===== config.mk =====
export PLATFORM = sky130hd
export DESIGN_NAME = mmu_fsr_unit
export DESIGN_NICKNAME = d
export VERILOG_FILES = /design/src/rtl/mmu_fsr_pkg.sv /design/src/rtl/fsr_reg_decode.sv /design/src/rtl/fsr_status_reg.sv /design/src/rtl/fsr_tag_reg.sv /design/src/rtl/fsr_far_reg.sv /design/src/rtl/mmu_fsr_unit.sv
export SDC_FILE = /design/constraint.sdc
export NUM_CORES = 1
export LEC_CHECK = 0
export BUFFER_PORTS_ARGS = -buffer_cell sky130_fd_sc_hd__buf_2
export CORE_MARGIN = 8
export CORE_UTILIZATION = 55
export CTS_BUF_LIST = sky130_fd_sc_hd__clkbuf_8
export CTS_CLUSTER_DIAMETER = 200
export CTS_CLUSTER_SIZE = 10
export DETAILED_ROUTE_END_ITERATION = 7
export PLACE_DENSITY = 0.85
export SLEW_MARGIN = 5
export SYNTH_ARGS = -nofsm -noshare
export SYNTH_HDL_FRONTEND = slang
export SYNTH_SLANG_ARGS = --single-unit
export TNS_END_PERCENT = 20

===== constraint.sdc =====
create_clock -name clk -period 4.55 [get_ports clk]
set_input_delay 0.6825 -clock clk [delete_from_list [all_inputs] [get_ports clk]]
set_output_delay 0.6825 -clock clk [all_outputs]
set_load 0.05 [all_outputs]

===== src/rtl/mmu_fsr_pkg.sv =====
package mmu_fsr_pkg;
  localparam int FSR_W       = 64;
  localparam int CTX_W       = 13;
  localparam int FT_W        = 7;
  localparam int ASI_W       = 8;
  localparam int OFF_W       = 12;
  localparam int WR_BIT      = 2;
  localparam int SE_BIT      = 6;
  localparam int FT_LSB      = 7;
  localparam int ASI_LSB     = 16;
  localparam int TT_VA_SHIFT = 22;
  localparam int TT_CTX_LSB  = 48;

  localparam logic [OFF_W-1:0] OFF_TT  = OFF_W'(12'h000);
  localparam logic [OFF_W-1:0] OFF_STS = OFF_W'(12'h018);
  localparam logic [OFF_W-1:0] OFF_FAR = OFF_W'(12'h020);
  localparam logic [OFF_W-1:0] OFF_TAG = OFF_W'(12'h030);

  typedef enum logic [2:0] {
    SEL_NONE,
    SEL_TT,
    SEL_STS,
    SEL_FAR,
    SEL_TAG
  } rd_sel_e;

  // Fresh status word; prior valid bit turns into the overflow mark.
  function automatic logic [FSR_W-1:0] fsr_compose(
    input logic             prev_valid,
    input logic [FT_W-1:0]  ft,
    input logic [ASI_W-1:0] asi,
    input logic             wr,
    input logic             se
  );
    logic [FSR_W-1:0] w;
    w                  = '0;
    w[0]               = 1'b1;
    w[1]               = prev_valid;
    w[WR_BIT]          = wr;
    w[SE_BIT]          = se;
    w[FT_LSB +: FT_W]  = ft;
    w[ASI_LSB +: ASI_W] = asi;
    return w;
  endfunction

  function automatic logic [FSR_W-1:0] tag_compose(
    input logic [FSR_W-1:0] va,
    input logic [CTX_W-1:0] ctx
  );
    return {va[FSR_W-1:CTX_W], ctx};
  endfunction

  function automatic logic [FSR_W-1:0] tag_target(input logic [FSR_W-1:0] ta);
    logic [FSR_W-1:0] t;
    t = ta >> TT_VA_SHIFT;
    t[TT_CTX_LSB +: CTX_W] = ta[CTX_W-1:0];
    return t;
  endfunction
endpackage


===== src/rtl/fsr_reg_decode.sv =====
module fsr_reg_decode
  import mmu_fsr_pkg::*;
#(
  parameter bit DATA_SIDE = 1'b1
) (
  input  logic             en_i,
  input  logic             we_i,
  input  logic [OFF_W-1:0] off_i,
  output rd_sel_e          sel_o,
  output logic             sts_we_o,
  output logic             tag_we_o,
  output logic             err_o
);
  always_comb begin
    sel_o    = SEL_NONE;
    sts_we_o = 1'b0;
    tag_we_o = 1'b0;
    err_o    = 1'b0;
    if (en_i) begin
      case (off_i)
        OFF_TT: begin
          if (we_i) err_o = 1'b1;
          else      sel_o = SEL_TT;
        end
        OFF_STS: begin
          if (we_i) sts_we_o = 1'b1;
          else      sel_o    = SEL_STS;
        end
        OFF_FAR: begin
          if (we_i || !DATA_SIDE) err_o = 1'b1;
          else                    sel_o = SEL_FAR;
        end
        OFF_TAG: begin
          if (we_i) tag_we_o = 1'b1;
          else      sel_o    = SEL_TAG;
        end
        default: err_o = 1'b1;
      endcase
    end
  end
endmodule


===== src/rtl/fsr_status_reg.sv =====
module fsr_status_reg
  import mmu_fsr_pkg::*;
(
  input  logic             clk,
  input  logic             rst_n,
  input  logic             cap_i,
  input  logic [FT_W-1:0]  ft_i,
  input  logic [ASI_W-1:0] asi_i,
  input  logic             wr_i,
  input  logic             se_i,
  input  logic             sw_we_i,
  input  logic [FSR_W-1:0] sw_data_i,
  output logic [FSR_W-1:0] sts_o,
  output logic             ovf_evt_o
);
  logic [FSR_W-1:0] sts_q;
  logic             cap_take;

  assign cap_take  = cap_i && !sw_we_i;
  assign ovf_evt_o = cap_take && sts_q[0];
  assign sts_o     = sts_q;

  always_ff @(posedge clk) begin
    if (!rst_n) begin
      sts_q <= '0;
    end else if (sw_we_i) begin
      sts_q <= sw_data_i;
    end else if (cap_take) begin
      sts_q <= fsr_compose(sts_q[0], ft_i, asi_i, wr_i, se_i);
    end
  end
endmodule


===== src/rtl/fsr_tag_reg.sv =====
module fsr_tag_reg
  import mmu_fsr_pkg::*;
(
  input  logic             clk,
  input  logic             rst_n,
  input  logic             cap_i,
  input  logic [FSR_W-1:0] va_i,
  input  logic [CTX_W-1:0] ctx_i,
  input  logic             sw_we_i,
  input  logic [FSR_W-1:0] sw_data_i,
  output logic [FSR_W-1:0] tag_o
);
  logic [FSR_W-1:0] tag_q;

  assign tag_o = tag_q;

  always_ff @(posedge clk) begin
    if (!rst_n) begin
      tag_q <= '0;
    end else if (sw_we_i) begin
      tag_q <= sw_data_i;
    end else if (cap_i) begin
      tag_q <= tag_compose(va_i, ctx_i);
    end
  end
endmodule


===== src/rtl/fsr_far_reg.sv =====
module fsr_far_reg
  import mmu_fsr_pkg::*;
(
  input  logic             clk,
  input  logic             rst_n,
  input  logic             cap_i,
  input  logic [FSR_W-1:0] va_i,
  output logic [FSR_W-1:0] far_o
);
  logic [FSR_W-1:0] far_q;

  assign far_o = far_q;

  always_ff @(posedge clk) begin
    if (!rst_n)     far_q <= '0;
    else if (cap_i) far_q <= va_i;
  end
endmodule


===== src/rtl/mmu_fsr_unit.sv =====
module mmu_fsr_unit
  import mmu_fsr_pkg::*;
#(
  parameter bit DATA_SIDE = 1'b1
) (
  input  logic             clk,
  input  logic             rst_n,
  input  logic             flt_stb,
  input  logic [FT_W-1:0]  flt_type,
  input  logic [ASI_W-1:0] flt_asi,
  input  logic             flt_write,
  input  logic             flt_side,
  input  logic [FSR_W-1:0] flt_va,
  input  logic             miss_stb,
  input  logic [FSR_W-1:0] miss_va,
  input  logic [CTX_W-1:0] miss_ctx,
  input  logic             reg_en,
  input  logic             reg_we,
  input  logic [OFF_W-1:0] reg_off,
  input  logic [FSR_W-1:0] reg_wdata,
  output logic [FSR_W-1:0] reg_rdata,
  output logic             reg_err
);
  rd_sel_e          rd_sel;
  logic             sts_we;
  logic             tag_we;
  logic             acc_err;
  logic             ovf_evt;
  logic [FSR_W-1:0] sts_q;
  logic [FSR_W-1:0] tag_q;
  logic [FSR_W-1:0] far_q;
  logic [FSR_W-1:0] tt_view;

  fsr_reg_decode #(.DATA_SIDE(DATA_SIDE)) dec_i (
    .en_i     (reg_en),
    .we_i     (reg_we),
    .off_i    (reg_off),
    .sel_o    (rd_sel),
    .sts_we_o (sts_we),
    .tag_we_o (tag_we),
    .err_o    (acc_err)
  );

  fsr_status_reg sts_i (
    .clk       (clk),
    .rst_n     (rst_n),
    .cap_i     (flt_stb),
    .ft_i      (flt_type),
    .asi_i     (flt_asi),
    .wr_i      (flt_write),
    .se_i      (flt_side),
    .sw_we_i   (sts_we),
    .sw_data_i (reg_wdata),
    .sts_o     (sts_q),
    .ovf_evt_o (ovf_evt)
  );

  fsr_tag_reg tag_i (
    .clk       (clk),
    .rst_n     (rst_n),
    .cap_i     (miss_stb),
    .va_i      (miss_va),
    .ctx_i     (miss_ctx),
    .sw_we_i   (tag_we),
    .sw_data_i (reg_wdata),
    .tag_o     (tag_q)
  );

  generate
    if (DATA_SIDE) begin : g_far
      fsr_far_reg far_i (
        .clk   (clk),
        .rst_n (rst_n),
        .cap_i (flt_stb),
        .va_i  (flt_va),
        .far_o (far_q)
      );
    end else begin : g_no_far
      assign far_q = '0;
    end
  endgenerate

  assign tt_view = tag_target(tag_q);

  always_comb begin
    case (rd_sel)
      SEL_TT:  reg_rdata = tt_view;
      SEL_STS: reg_rdata = sts_q;
      SEL_FAR: reg_rdata = far_q;
      SEL_TAG: reg_rdata = tag_q;
      default: reg_rdata = '0;
    endcase
  end

  assign reg_err = acc_err;
endmodule


# Yosys cells after proc, flatten, opt, wreduce, memory -nomap -nowiden
# Cells that the tools add are included.
[op_classes]
n_eq_ne = 7
mux = 18
reduce_logical = 7
[ops]
columns = ["cell", "count"]
rows = [
  ["$mux W64", 4],
  ["$pmux W64 S4", 1],
  ["$eq A12 B6 Y1 const B", 2],
  ["$eq A12 B5 Y1 const B", 1],
  ["$logic_not A12 Y1", 1],
  ["$pmux W3 S4", 1],
  ["$mux W1", 7],
  ["$eq A3 B2 Y1 const B", 2],
  ["$mux W3", 2],
  ["$mux W2", 2],
  ["$reduce_bool A2 Y1", 2],
  ["$reduce_or A2 Y1", 2],
  ["$eq A3 B1 Y1 const B", 1],
  ["$eq A3 B3 Y1 const B", 1],
  ["$pmux W1 S2", 1],
  ["$logic_and A1 B1 Y1", 1],
  ["$logic_not A1 Y1", 1],
]
[word_totals]
ff_bits = 192
in_bits = 240
output_inout_bits = 65

# Depth between registers and ports, before layout
# Gate-level depths: netlist (run 1).
[depth]
ltp_word = 7
ltp_mapped = 8
depth_no_buf = 4

# Hierarchy
# From an unflattened synthesis (run 1), not the netlist that was laid out.
[unflattened]
cells_unflattened = 1078
hier_area_um2 = 11307.1
[by_module_without_submodules]
columns = ["mod", "n_inst", "cells_each", "area_each_um2", "seq_area_each_um2"]
rows = [
  ["fsr_tag_reg", 1, 284, 3499.6, 1281.2],
  ["fsr_status_reg", 1, 284, 2899.0, 1281.2],
  ["fsr_far_reg", 1, 206, 2451.1, 1281.2],
  ["mmu_fsr_unit", 1, 285, 2304.7, 0.0],
  ["fsr_reg_decode", 1, 19, 152.6, 0.0],
]

# Worst setup path before layout (run 1)
# No wires, ideal clock.
[synth_timing]
path_kind = "input -> output"
start = "in reg_off[9]"
end = "out reg_rdata[0]"
t_arrival_ns = 2.583
t_required_ns = 3.868
slack_ns = 1.284
cell_stages = 7
path_cell_list = "or4_4 > buf_6 > or3_1 > buf_2 > clkbuf_1 > nor2_1 > a221o_1"
[synth_via]
elab_chain_cells = 5
word_cells_on_any_way = 11
cone_classes = "eq/ne: 7; mux: 3; reduce/logical: 1"
[synth_rtl]
columns = ["item", "line", "source"]
rows = [
  ["start: declaration", "mmu_fsr_unit.sv:19", "input logic [OFF_W-1:0] reg_off,"],
  ["$eq A12 B6 Y1, or another cell as far along", "fsr_reg_decode.sv:20", "case (off_i)"],
  ["$pmux W3 S4 (*)", "fsr_reg_decode.sv:20", ""],
  ["$mux W3 (*)", "fsr_reg_decode.sv:19", "if (en_i) begin"],
  ["$eq A3 B3 Y1, or another cell as far along", "mmu_fsr_unit.sv:86", "case (rd_sel)"],
  ["$pmux W64 S4 (*)", "mmu_fsr_unit.sv:86", ""],
  ["end: declaration", "mmu_fsr_unit.sv:21", "output logic [FSR_W-1:0] reg_rdata,"],
]
# Mark *: on every way between the ends. The rest lies on a longest branch, timed or not.

# Worst setup path after layout (run 1)
[layout_timing]
start = "in reg_off[9]"
end = "out reg_rdata[26]"
# The elaborated chain is that of the path after synthesis.

==> impl_summary.txt, run 1 <==
----------------------------------------------------
[Floorplan]
  Die area ... 22100 um^2
  DIE WIDTH ... 149 um
  Starting density of the core ... 0.561
  I/O pin count ... 305
  Core footprint ... 17300 um^2
  Die Ht ... 149 um
  Number of standard-cell rows in the floorplan ... 48

[Power and ir drop]
  Comb power frac ... 0.117
  Leakage ... 5.67 nW
  Sw Share ... 0.266
  NetSw ... 0.930 mW
  PwrDens ... 302 nW/um^2
  Clock network fraction of design power ... 0.360
  Pint ... 2.56 mW
  Largest voltage drop on the vdd net ... 0.257 mV
  Flop pwr share ... 0.523

[Detailed routing]
  First drt pass iteration count ... 6
  Antenna viol nets, final ... 0
  Total detailed-routing wirelength ... 32900 um
  Via density ... 6.14
  Detailed Route Iter0 Violations ... 809
  # DRC ... 0
  Number of vias after detailed routing ... 9131
  Avg WL per Cell ... 22.1 um

[STA]
  Slew at the pin with the worst max-slew slack ... 1.21 ns
  Worst slack on hold paths ... 0.445 ns
  Final period demand of the worst path ... 3.92 ns
  Relative slew slack ... 0.195
  Final clock period utilization by the worst path ... 0.861
  Highest achievable clock rate ... 255 MHz
  Number of failing hold endpoints at the final stage ... 0
  Setup tns final ... 0 ns
  Worst path setup slack after routing ... 0.631 ns
  RSZ-0062 raised after global routing ... false
  Setup Skew ... 0.0115 ns
  Setup-failing EPs final ... 0
  Final count of pins violating max slew ... 0

[Setup path]
  Series of cell instances along the critical path ... buf_2 > or4_4 > or3_2 > buf_4 > nor2_1 > a221o_1 > buf_2
  Critical-path maximum fanout ... 29
  Critical path endpoint category ... output pin
  Buf/Inv on CP ... 3
  Class of the most critical setup path ... primary input to output pin
  Required time of the worst setup path ... 3.87 ns
  CP most frequent cell ... sky130_fd_sc_hd__buf_2
  WP data arrival ... 3.24 ns
  Cell at the slowest stage of the critical path ... sky130_fd_sc_hd__or3_2
  CP startpoint kind ... primary input
  Crit path max-delay family ... simple AND/OR/NAND/NOR gates
  Biggest cell delay along the critical path ... 0.80 ns

[Global routing]
  Vias in the first global route ... 8976
  GRT Overall Usage ... 0.282
  Maximum number of pins on one net before global-route repair ... 136
  First-pass GRT wire length ... 49100 um
  Initial antenna violation count ... 1
  Congestion Overflow GR ... 0

[Cells and area]
  Area growth from synthesis to layout ... 19.2%
  Final net count ... 1487
  Sequential Area ... 3840 um^2
  Multi-input gate area ... 5340 um^2
  Share of cells above drive strength 1 ... 0.288
  Fill count ... 1425

[Yosys]
  Most instantiated library cell after synthesis ... sky130_fd_sc_hd__dfxtp_1
  Number of instances in the synthesized netlist ... 1032
  Number of nets in the synthesized netlist ... 1272
  Fraction of the yosys area taken by sequential cells ... 0.396
  Area of the mapped netlist ... 9700 um^2
  Number of distinct library cells after synthesis ... 37
  Most numerous cell types in the synthesized netlist ... sky130_fd_sc_hd__dfxtp_1, sky130_fd_sc_hd__mux2i_1, sky130_fd_sc_hd__nand2_1, sky130_fd_sc_hd__clkbuf_1
  Most used flip-flop cell after synthesis ... sky130_fd_sc_hd__dfxtp_1
  Yosys synthesis warning count ... 0
  Fraction of registers with async set/reset ... 0
  Post-synthesis area per instance ... 9.40 um^2
  Area share of the largest cell type after synthesis ... 0.396
  Cell taking the most area after synthesis ... sky130_fd_sc_hd__dfxtp_1
  Count of flip-flops with a built-in enable after synthesis ... 0
  Top area cells in the synthesized netlist ... sky130_fd_sc_hd__dfxtp_1, sky130_fd_sc_hd__mux2i_1, sky130_fd_sc_hd__o211a_1, sky130_fd_sc_hd__a221o_1, sky130_fd_sc_hd__a22oi_1
  Seq cells post-synth ... 192

[CTS]
  Post-CTS Setup Inserts ... 0
  Latest clock arrival within the worst-skew pair ... 0.46 ns
  Max Buffers Root-to-Sink ... 2
  Number of levels the H-tree was split into ... 4
  Number of buffers created by CTS ... 17
  Sink count of the clock tree ... 192
  Hold Buf Count CTS ... 0
  Register clock-pin slew on the reported worst setup and hold paths ... 0.11 ns
  Clock tree root buffer cell ... sky130_fd_sc_hd__clkbuf_8
  Post-CTS sizing ... 0
  TritonCTS clock tree ... done

[Worst hold path]
  HP Class ... primary input to flip-flop

[Run status]
  Result of the run ... complete, no violations

[Placed design]
  Placed wire-length estimate ... 22900 um
  Final weighted congestion of routability-driven global placement ... 0.833
  Minimum setup slack after placement ... 0.697 ns
  Number of port buffers ... 291

[Flow run]
  Max-capacitance violation count ... 0

----------------------------------------------------
==> cell families after synthesis <==
group / share of synthesized area
buf+inv: 0.0587
simple gates: 0.181
mux: 0.153
compound gates: 0.210
xor+xnor: 0.000903
flops: 0.396
==> power groups by stage <==
| stage | Combinational [mW] | Sequential (mW) | Clock [mW] |
|---|---|---|---|
| 6_report | 0.408 | 1.83 | 1.26 |
| 5_1_grt | 0.441 | 1.83 | 1.34 |
| 4_1_cts | 0.405 | 1.82 | 1.28 |
| 3_5_place_dp | 0.402 | 1.86 | 0 |
| 3_3_place_gp | 0.390 | 1.86 | 0 |
| 2_1_floorplan | 0.243 | 1.83 | 0 |
==> registers in the layout, indices dropped and copies added (netlist names) <==
signal / count
sts_i.sts_o: 64
g_far.far_i.far_o: 64
tag_i.tag_o: 64
==> through the flow <==
step / total power, mW / area (um^2) / utilization / instances
floorplan: 2.07 / 9700 / - / 1032
global placement: 2.25 / 11100 / 0.642 / 1453
detailed placement: 2.26 / 11100 / 0.642 / 1453
CTS: 3.51 / 11600 / 0.668 / 1485
global route: 3.62 / 11600 / 0.668 / 1485
finish: 3.49 / 11600 / 0.668 / 1487
==> worst min-delay path, stage by stage <==
cell and delay, ns:
sky130_fd_sc_hd__buf_2 0.09, sky130_fd_sc_hd__nand3_1 0.05, sky130_fd_sc_hd__o21ai_0 0.06
==> placed cells by master, fill, tap and decap left out, types with 4 or more instances in the layout <==
cell and instances:
sky130_fd_sc_hd__a221o_1 55, sky130_fd_sc_hd__a222oi_1 9, sky130_fd_sc_hd__a22oi_1 55, sky130_fd_sc_hd__buf_2 288
sky130_fd_sc_hd__buf_4 11, sky130_fd_sc_hd__clkbuf_8 19, sky130_fd_sc_hd__dfxtp_1 192, sky130_fd_sc_hd__inv_1 9
sky130_fd_sc_hd__inv_8 4, sky130_fd_sc_hd__mux2_2 18, sky130_fd_sc_hd__mux2i_1 128, sky130_fd_sc_hd__nand2_1 82
sky130_fd_sc_hd__nand3_1 64, sky130_fd_sc_hd__nand3b_1 45, sky130_fd_sc_hd__nor2_1 55, sky130_fd_sc_hd__nor2b_1 64
sky130_fd_sc_hd__o211a_1 64, sky130_fd_sc_hd__o21ai_0 35, sky130_fd_sc_hd__o21ai_1 30
==> worst paths after layout <==
path,startpoint,to,slack [ns],depth (start not counted)
max,reg_off[9],reg_rdata[26],0.63,7
max reg2reg,tag_i.tag_o[44],tag_i.tag_o[44],3.61,3
min reg2reg,sts_i.sts_o[60],sts_i.sts_o[60],0.49,2
min,reg_wdata[16],sts_i.sts_o[16],0.45,3
==> area by class of cell <==
type                       instances  area share
multi-input combinational        723       0.462
sequential                       192       0.332
timing repair buffer             304       0.139
tap                              225      0.0243
clock buffer                      19      0.0226
clock inverter                    13      0.0168
inverter                           9     0.00292
antenna                            2    0.000433
==> routing by layer <==
metal  track usage  vias up  share of wire
met5             0        -        0.00036
met4         0.110        2          0.034
met3        0.0677       69          0.091
met2         0.458      446           0.46
met1         0.357     4375           0.41
li1              -     4239              -
(Power assumes the default switching activity.)
==> run 2, diff against run 1 <==
CORE_ASPECT_RATIO = 1.75   (was default)
==> run 2 against run 1 <==
Register-to-register slack worse by 0.05 ns. Maximum frequency rose by 6.4%. Critical path depth unchanged. Sequential share of layout area increased by 0.072 points. Via count barely moved. Combinational power down 1%. Clock skew fell by 0.011 ns. Clock-buffer cell count is 1 higher.
==> impl_summary.txt, run 2 (synthesis results as in run 1) <==
----------------------------------------------------
[Cells and area]
  Final net count ... 1488
  Leading cell type in the layout, fill and taps excluded ... sky130_fd_sc_hd__buf_2
  Commonest cells after routing, fill and taps aside ... sky130_fd_sc_hd__buf_2, sky130_fd_sc_hd__dfxtp_1, sky130_fd_sc_hd__mux2i_1
  Fill count ... 1450
  Area growth from synthesis to layout ... 18.9%
  Share of cells above drive strength 1 ... 0.288
  Summed area of non-filler cells in the final layout ... 11500 um^2
  Utilization after layout ... 0.664

[Setup path]
  Series of cell instances along the critical path ... buf_2 > or4_4 > or3_2 > buf_4 > nor2_1 > a221o_1 > buf_2
  Required time of the worst setup path ... 3.87 ns
  Origin of the critical flop-to-flop path ... tag_i.tag_o[40]
  Class of the most critical setup path ... primary input to output pin
  WP data arrival ... 3.00 ns
  Cell at the slowest stage of the critical path ... sky130_fd_sc_hd__or4_4
  Buf/Inv on CP ... 3
  Capturing point of the worst reg2reg path ... tag_i.tag_o[40]
  Crit path max-delay family ... simple AND/OR/NAND/NOR gates
  Worst Reg2Reg Path Length in Cells ... 3
  CP startpoint kind ... primary input
  CP most frequent cell ... sky130_fd_sc_hd__buf_2
  Critical-path maximum fanout ... 55
  Biggest cell delay along the critical path ... 0.63 ns
  Critical path endpoint category ... output pin
  Register-to-Register Setup Slack ... 3.56 ns
  Number of gates on the worst path with buffers counted ... 7

[Detailed routing]
  Number of vias after detailed routing ... 9126
  First drt pass iteration count ... 7
  # DRC ... 0
  Total detailed-routing wirelength ... 33900 um
  Via density ... 6.07
  Avg WL per Cell ... 22.6 um
  Detailed Route Iter0 Violations ... 700
  Antenna viol nets, final ... 0

[CTS]
  Post-CTS sizing ... 0
  Number of buffers created by CTS ... 17
  Max Buffers Root-to-Sink ... 2
  Latest clock arrival within the worst-skew pair ... 0.47 ns
  Post-CTS Setup Inserts ... 0
  Clock tree root buffer cell ... sky130_fd_sc_hd__clkbuf_8
  Number of levels the H-tree was split into ... 4
  Sink count of the clock tree ... 192
  Hold Buf Count CTS ... 0
  Register clock-pin slew on the reported worst setup and hold paths ... 0.10 ns
  TritonCTS clock tree ... done

[Global routing]
  Vias in the first global route ... 9159
  Initial antenna violation count ... 8
  First-pass GRT wire length ... 50200 um
  Congestion Overflow GR ... 0
  Maximum number of pins on one net before global-route repair ... 150
  GRT Overall Usage ... 0.296

[Worst hold path]
  HP Class ... primary input to flip-flop
  HP Start ... reg_wdata[32]
  Worst hold path cell count ... 3
  Worst Hold End ... sts_i.sts_o[32]

[Flow run]
  Max-capacitance violation count ... 0

[STA]
  Highest achievable clock rate ... 272 MHz
  Relative slew slack ... 0.212
  Worst slack on hold paths ... 0.425 ns
  Slew at the pin with the worst max-slew slack ... 1.18 ns
  Final period demand of the worst path ... 3.68 ns
  Setup Skew ... 0.000294 ns
  Number of failing hold endpoints at the final stage ... 0
  Setup tns final ... 0 ns
  RSZ-0062 raised after global routing ... false
  Final clock period utilization by the worst path ... 0.809
  Setup-failing EPs final ... 0
  Final count of pins violating max slew ... 0

[Floorplan]
  I/O pin count ... 305
  Die Ht ... 192 um
  Die area ... 22300 um^2
  Number of standard-cell rows in the floorplan ... 64
  Core footprint ... 17400 um^2
  DIE WIDTH ... 116 um
  Starting density of the core ... 0.558

[Placed design]
  Final weighted congestion of routability-driven global placement ... 0.830
  Placed cell areas ... 11100 um^2
  Placed wire-length estimate ... 24200 um
  Number of port buffers ... 291

[Power and ir drop]
  Leakage ... 5.64 nW
  PwrDens ... 294 nW/um^2
  Largest voltage drop on the vdd net ... 0.290 mV

[Run status]
  Result of the run ... complete, no violations

----------------------------------------------------
## run 2: final cells by class
class                      instances  area [um^2]  area share
antenna                           11         27.5     0.00239
tap                              231          289      0.0251
timing repair buffer             305         1600       0.138
multi-input combinational        723         5340       0.463
clock inverter                    12          134      0.0116
clock buffer                      20          275      0.0239
inverter                           9         33.8     0.00293
sequential                       192         3840       0.333
## run 2: how the worst max path moves through the flow
| stage | from | to | slack, ns |
|---|---|---|---|
| 6_report | reg_off[9] | reg_rdata[41] | 0.87 |
| 5_1_grt | reg_off[9] | reg_rdata[35] | 0.83 |
| 4_1_cts | reg_off[9] | reg_rdata[35] | 0.88 |
| 3_5_place_dp | reg_off[9] | reg_rdata[35] | 0.89 |
| 3_3_place_gp | reg_off[9] | reg_rdata[35] | 0.87 |
| 2_1_floorplan | reg_off[9] | reg_rdata[0] | 1.28 |
## run 2: report_power, final
part | internal (mW) | switching, mW
clock | 0.533 | 0.627
combinational | 0.207 | 0.196
sequential | 1.76 | 0.0715
## run 2: metrics by stage
step                power [mW]  worst slack (ns)  cells
floorplan                 2.07              1.28   1032
global placement          2.25             0.874   1460
detailed placement        2.26             0.886   1460
CTS                       3.40             0.879   1492
global route              3.51             0.826   1500
finish                    3.39             0.867   1503
## run 2: routing by layer
layer | routed length, um | vias to the layer above | track usage
met3 | 2240 | 97 | 0.0535
met1 | 12400 | 4367 | 0.323
met5 | 0 | - | 0
li1 | - | 4242 | -
met4 | 1860 | 0 | 0.201
met2 | 17400 | 420 | 0.507
## run 2: tightest hold or removal path, delay by kind of cell
family	cells	cell delay, ns
and+or+nand+nor	1	0.05
buffers and inverters	1	0.09
AOI/OAI and AO/OA	1	0.06
==> run 3, diff against run 2 <==
ABC_AREA = 1   (was default)
CORE_UTILIZATION = 53   (was 55)
PLACE_DENSITY = 0.83   (was 0.85)
clock period = 3.8 ns   (was 4.55 ns; I/O delays follow)
==> run 3 against run 2 <==
Final area down 2.4%. Clock power up 17%. Hold slack worse by 0.12 ns. Critical path depth up 3. Final cell count up 14%. Clock skew about the same. Global-route usage up 3.0 points. Power up 17%. Utilization down 1.9 points. Register-to-register slack worse by 0.77 ns. Largest cell class unchanged.
==> impl_summary.txt, run 3 <==
----------------------------------------------------
[Run status]
  Result of the run ... complete, no violations

[Worst hold path]
  Worst hold path cell count ... 3
  HP Class ... primary input to flip-flop

[Yosys]
  Cell taking the most area after synthesis ... sky130_fd_sc_hd__dfxtp_1
  Number of distinct library cells after synthesis ... 23
  Top area cells in the synthesized netlist ... sky130_fd_sc_hd__dfxtp_1, sky130_fd_sc_hd__nand2_1, sky130_fd_sc_hd__nor2_1, sky130_fd_sc_hd__mux2i_1, sky130_fd_sc_hd__nand4_1
  Most instantiated library cell after synthesis ... sky130_fd_sc_hd__nand2_1
  Most used flip-flop cell after synthesis ... sky130_fd_sc_hd__dfxtp_1
  Count of flip-flops with a built-in enable after synthesis ... 0
  Post-synthesis area per instance ... 7.60 um^2
  Number of instances in the synthesized netlist ... 1237
  Area of the mapped netlist ... 9410 um^2
  Area share of the largest cell type after synthesis ... 0.409
  Number of nets in the synthesized netlist ... 1477
  Fraction of the yosys area taken by sequential cells ... 0.409
  Fraction of registers with async set/reset ... 0
  Most numerous cell types in the synthesized netlist ... sky130_fd_sc_hd__nand2_1, sky130_fd_sc_hd__nor2_1, sky130_fd_sc_hd__dfxtp_1, sky130_fd_sc_hd__nand4_1
  Yosys synthesis warning count ... 0
  Seq cells post-synth ... 192

[Global routing]
  Congestion Overflow GR ... 0
  First-pass GRT wire length ... 55400 um
  GRT Overall Usage ... 0.326
  Initial antenna violation count ... 11
  Vias in the first global route ... 9842
  Maximum number of pins on one net before global-route repair ... 66

[CTS]
  Post-CTS Setup Inserts ... 0
  Hold Buf Count CTS ... 0
  Register clock-pin slew on the reported worst setup and hold paths ... 0.12 ns
  TritonCTS clock tree ... done
  Post-CTS sizing ... 0
  Number of levels the H-tree was split into ... 4
  Max Buffers Root-to-Sink ... 2
  Clock tree root buffer cell ... sky130_fd_sc_hd__clkbuf_8
  Number of buffers created by CTS ... 17
  Latest clock arrival within the worst-skew pair ... 0.47 ns
  Sink count of the clock tree ... 192

[Floorplan]
  Starting density of the core ... 0.539
  DIE WIDTH ... 117 um
  I/O pin count ... 305
  Core footprint ... 17500 um^2
  Number of standard-cell rows in the floorplan ... 64
  Die Ht ... 192 um
  Die area ... 22400 um^2

[Placed design]
  Number of port buffers ... 291
  Final weighted congestion of routability-driven global placement ... 0.903
  Placed cell areas ... 10800 um^2
  Placed wire-length estimate ... 26100 um

[Cells and area]
  Leading cell type in the layout, fill and taps excluded ... sky130_fd_sc_hd__buf_2
  Share of cells above drive strength 1 ... 0.245
  Final net count ... 1694
  Area growth from synthesis to layout ... 19.7%
  Summed area of non-filler cells in the final layout ... 11300 um^2
  Commonest cells after routing, fill and taps aside ... sky130_fd_sc_hd__buf_2, sky130_fd_sc_hd__nand2_1, sky130_fd_sc_hd__nor2_1

[Power and ir drop]
  Largest voltage drop on the vdd net ... 0.264 mV
  PwrDens ... 351 nW/um^2
  Leakage ... 4.96 nW
  Tot Pwr ... 3.96 mW

[STA]
  Highest achievable clock rate ... 319 MHz
  Final count of pins violating max slew ... 0
  Setup-failing EPs final ... 0
  Setup tns final ... 0 ns
  Number of failing hold endpoints at the final stage ... 0
  Setup Skew ... 0.000132 ns
  Slew at the pin with the worst max-slew slack ... 1.22 ns
  Final clock period utilization by the worst path ... 0.825
  RSZ-0062 raised after global routing ... false
  Relative slew slack ... 0.184
  Final period demand of the worst path ... 3.14 ns

[Setup path]
  Class of the most critical setup path ... primary input to output pin
  WP data arrival ... 2.57 ns
  Critical-path maximum fanout ... 35
  Critical path endpoint category ... output pin
  Worst Reg2Reg Path Length in Cells ... 2
  CP startpoint kind ... primary input
  Required time of the worst setup path ... 3.23 ns

[Detailed routing]
  First drt pass iteration count ... 8
  Total detailed-routing wirelength ... 37200 um
  Detailed Route Iter0 Violations ... 1192
  Antenna viol nets, final ... 0
  Via density ... 6.06
  Avg WL per Cell ... 21.8 um
  Number of vias after detailed routing ... 10300
  # DRC ... 0

[Flow run]
  Max-capacitance violation count ... 0

----------------------------------------------------
==> run 3: through the flow <==
| stage | std cells | util | setup WS, ns | hold slack, ns |
|---|---|---|---|---|
| 6_report | 1707 | 0.645 | 0.664 | 0.302 |
| 5_1_grt | 1704 | 0.645 | 0.504 | 0.272 |
| 4_1_cts | 1698 | 0.644 | 0.666 | 0.286 |
| 3_5_place_dp | 1666 | 0.621 | 0.689 | 0.452 |
| 3_3_place_gp | 1666 | 0.621 | 0.697 | 0.448 |
| 2_1_floorplan | 1237 | - | 1.23 | 0.440 |
==> run 3: power breakdown <==
group          leakage, nW  switching (mW)  internal [mW]
clock                0.195           0.828          0.534
combinational         3.18           0.219          0.182
sequential            1.58          0.0840           2.11
==> run 3: kinds of logic after synthesis <==
logic type / share of synthesized area
buffers and inverters: 0.0720
AOI/OAI and AO/OA: 0.125
muxes: 0.0873
DFF: 0.409
and+or+nand+nor: 0.308
==> run 3: critical path, stage by stage <==
cell and delay, ns:
sky130_fd_sc_hd__buf_2 0.11, sky130_fd_sc_hd__nor2_2 0.13, sky130_fd_sc_hd__inv_2 0.06, sky130_fd_sc_hd__nor2_1 0.27, sky130_fd_sc_hd__nand3_4 0.18, sky130_fd_sc_hd__inv_2 0.37, sky130_fd_sc_hd__buf_12 0.26, sky130_fd_sc_hd__nand3_1 0.14
sky130_fd_sc_hd__nand4_1 0.17, sky130_fd_sc_hd__buf_2 0.29
==> run 3: worst paths after layout <==
| path | slack (ns) | from | end |
|---|---|---|---|
| worst max-delay path | 0.66 | reg_off[2] | reg_rdata[41] |
| worst max register to register | 2.79 | tag_i.tag_o[1] | tag_i.tag_o[1] |
| worst min-delay path | 0.30 | flt_va[26] | g_far.far_i.far_o[26] |
| worst min register to register | 0.47 | sts_i.sts_o[44] | sts_i.sts_o[44] |
==> run 3: layout make-up <==
cell class | instances | area [um^2]
inverter | 14 | 55.1
multi-input combinational | 919 | 4890
clock inverter | 12 | 118
antenna | 9 | 22.5
timing repair buffer | 310 | 1760
fill | 1601 | 6200
clock buffer | 20 | 275
sequential | 192 | 3840
tap | 231 | 289
==> run 3: per-layer routing <==
layer  GRT usage  up-vias  wire [um]  share of wire
met5           0        -         60         0.0016
met4       0.198       10       2430          0.065
met3      0.0749      143       3570          0.096
met2       0.541      650      18100           0.49
met1       0.369     4796      13000           0.35
li1            -     4743          -              -
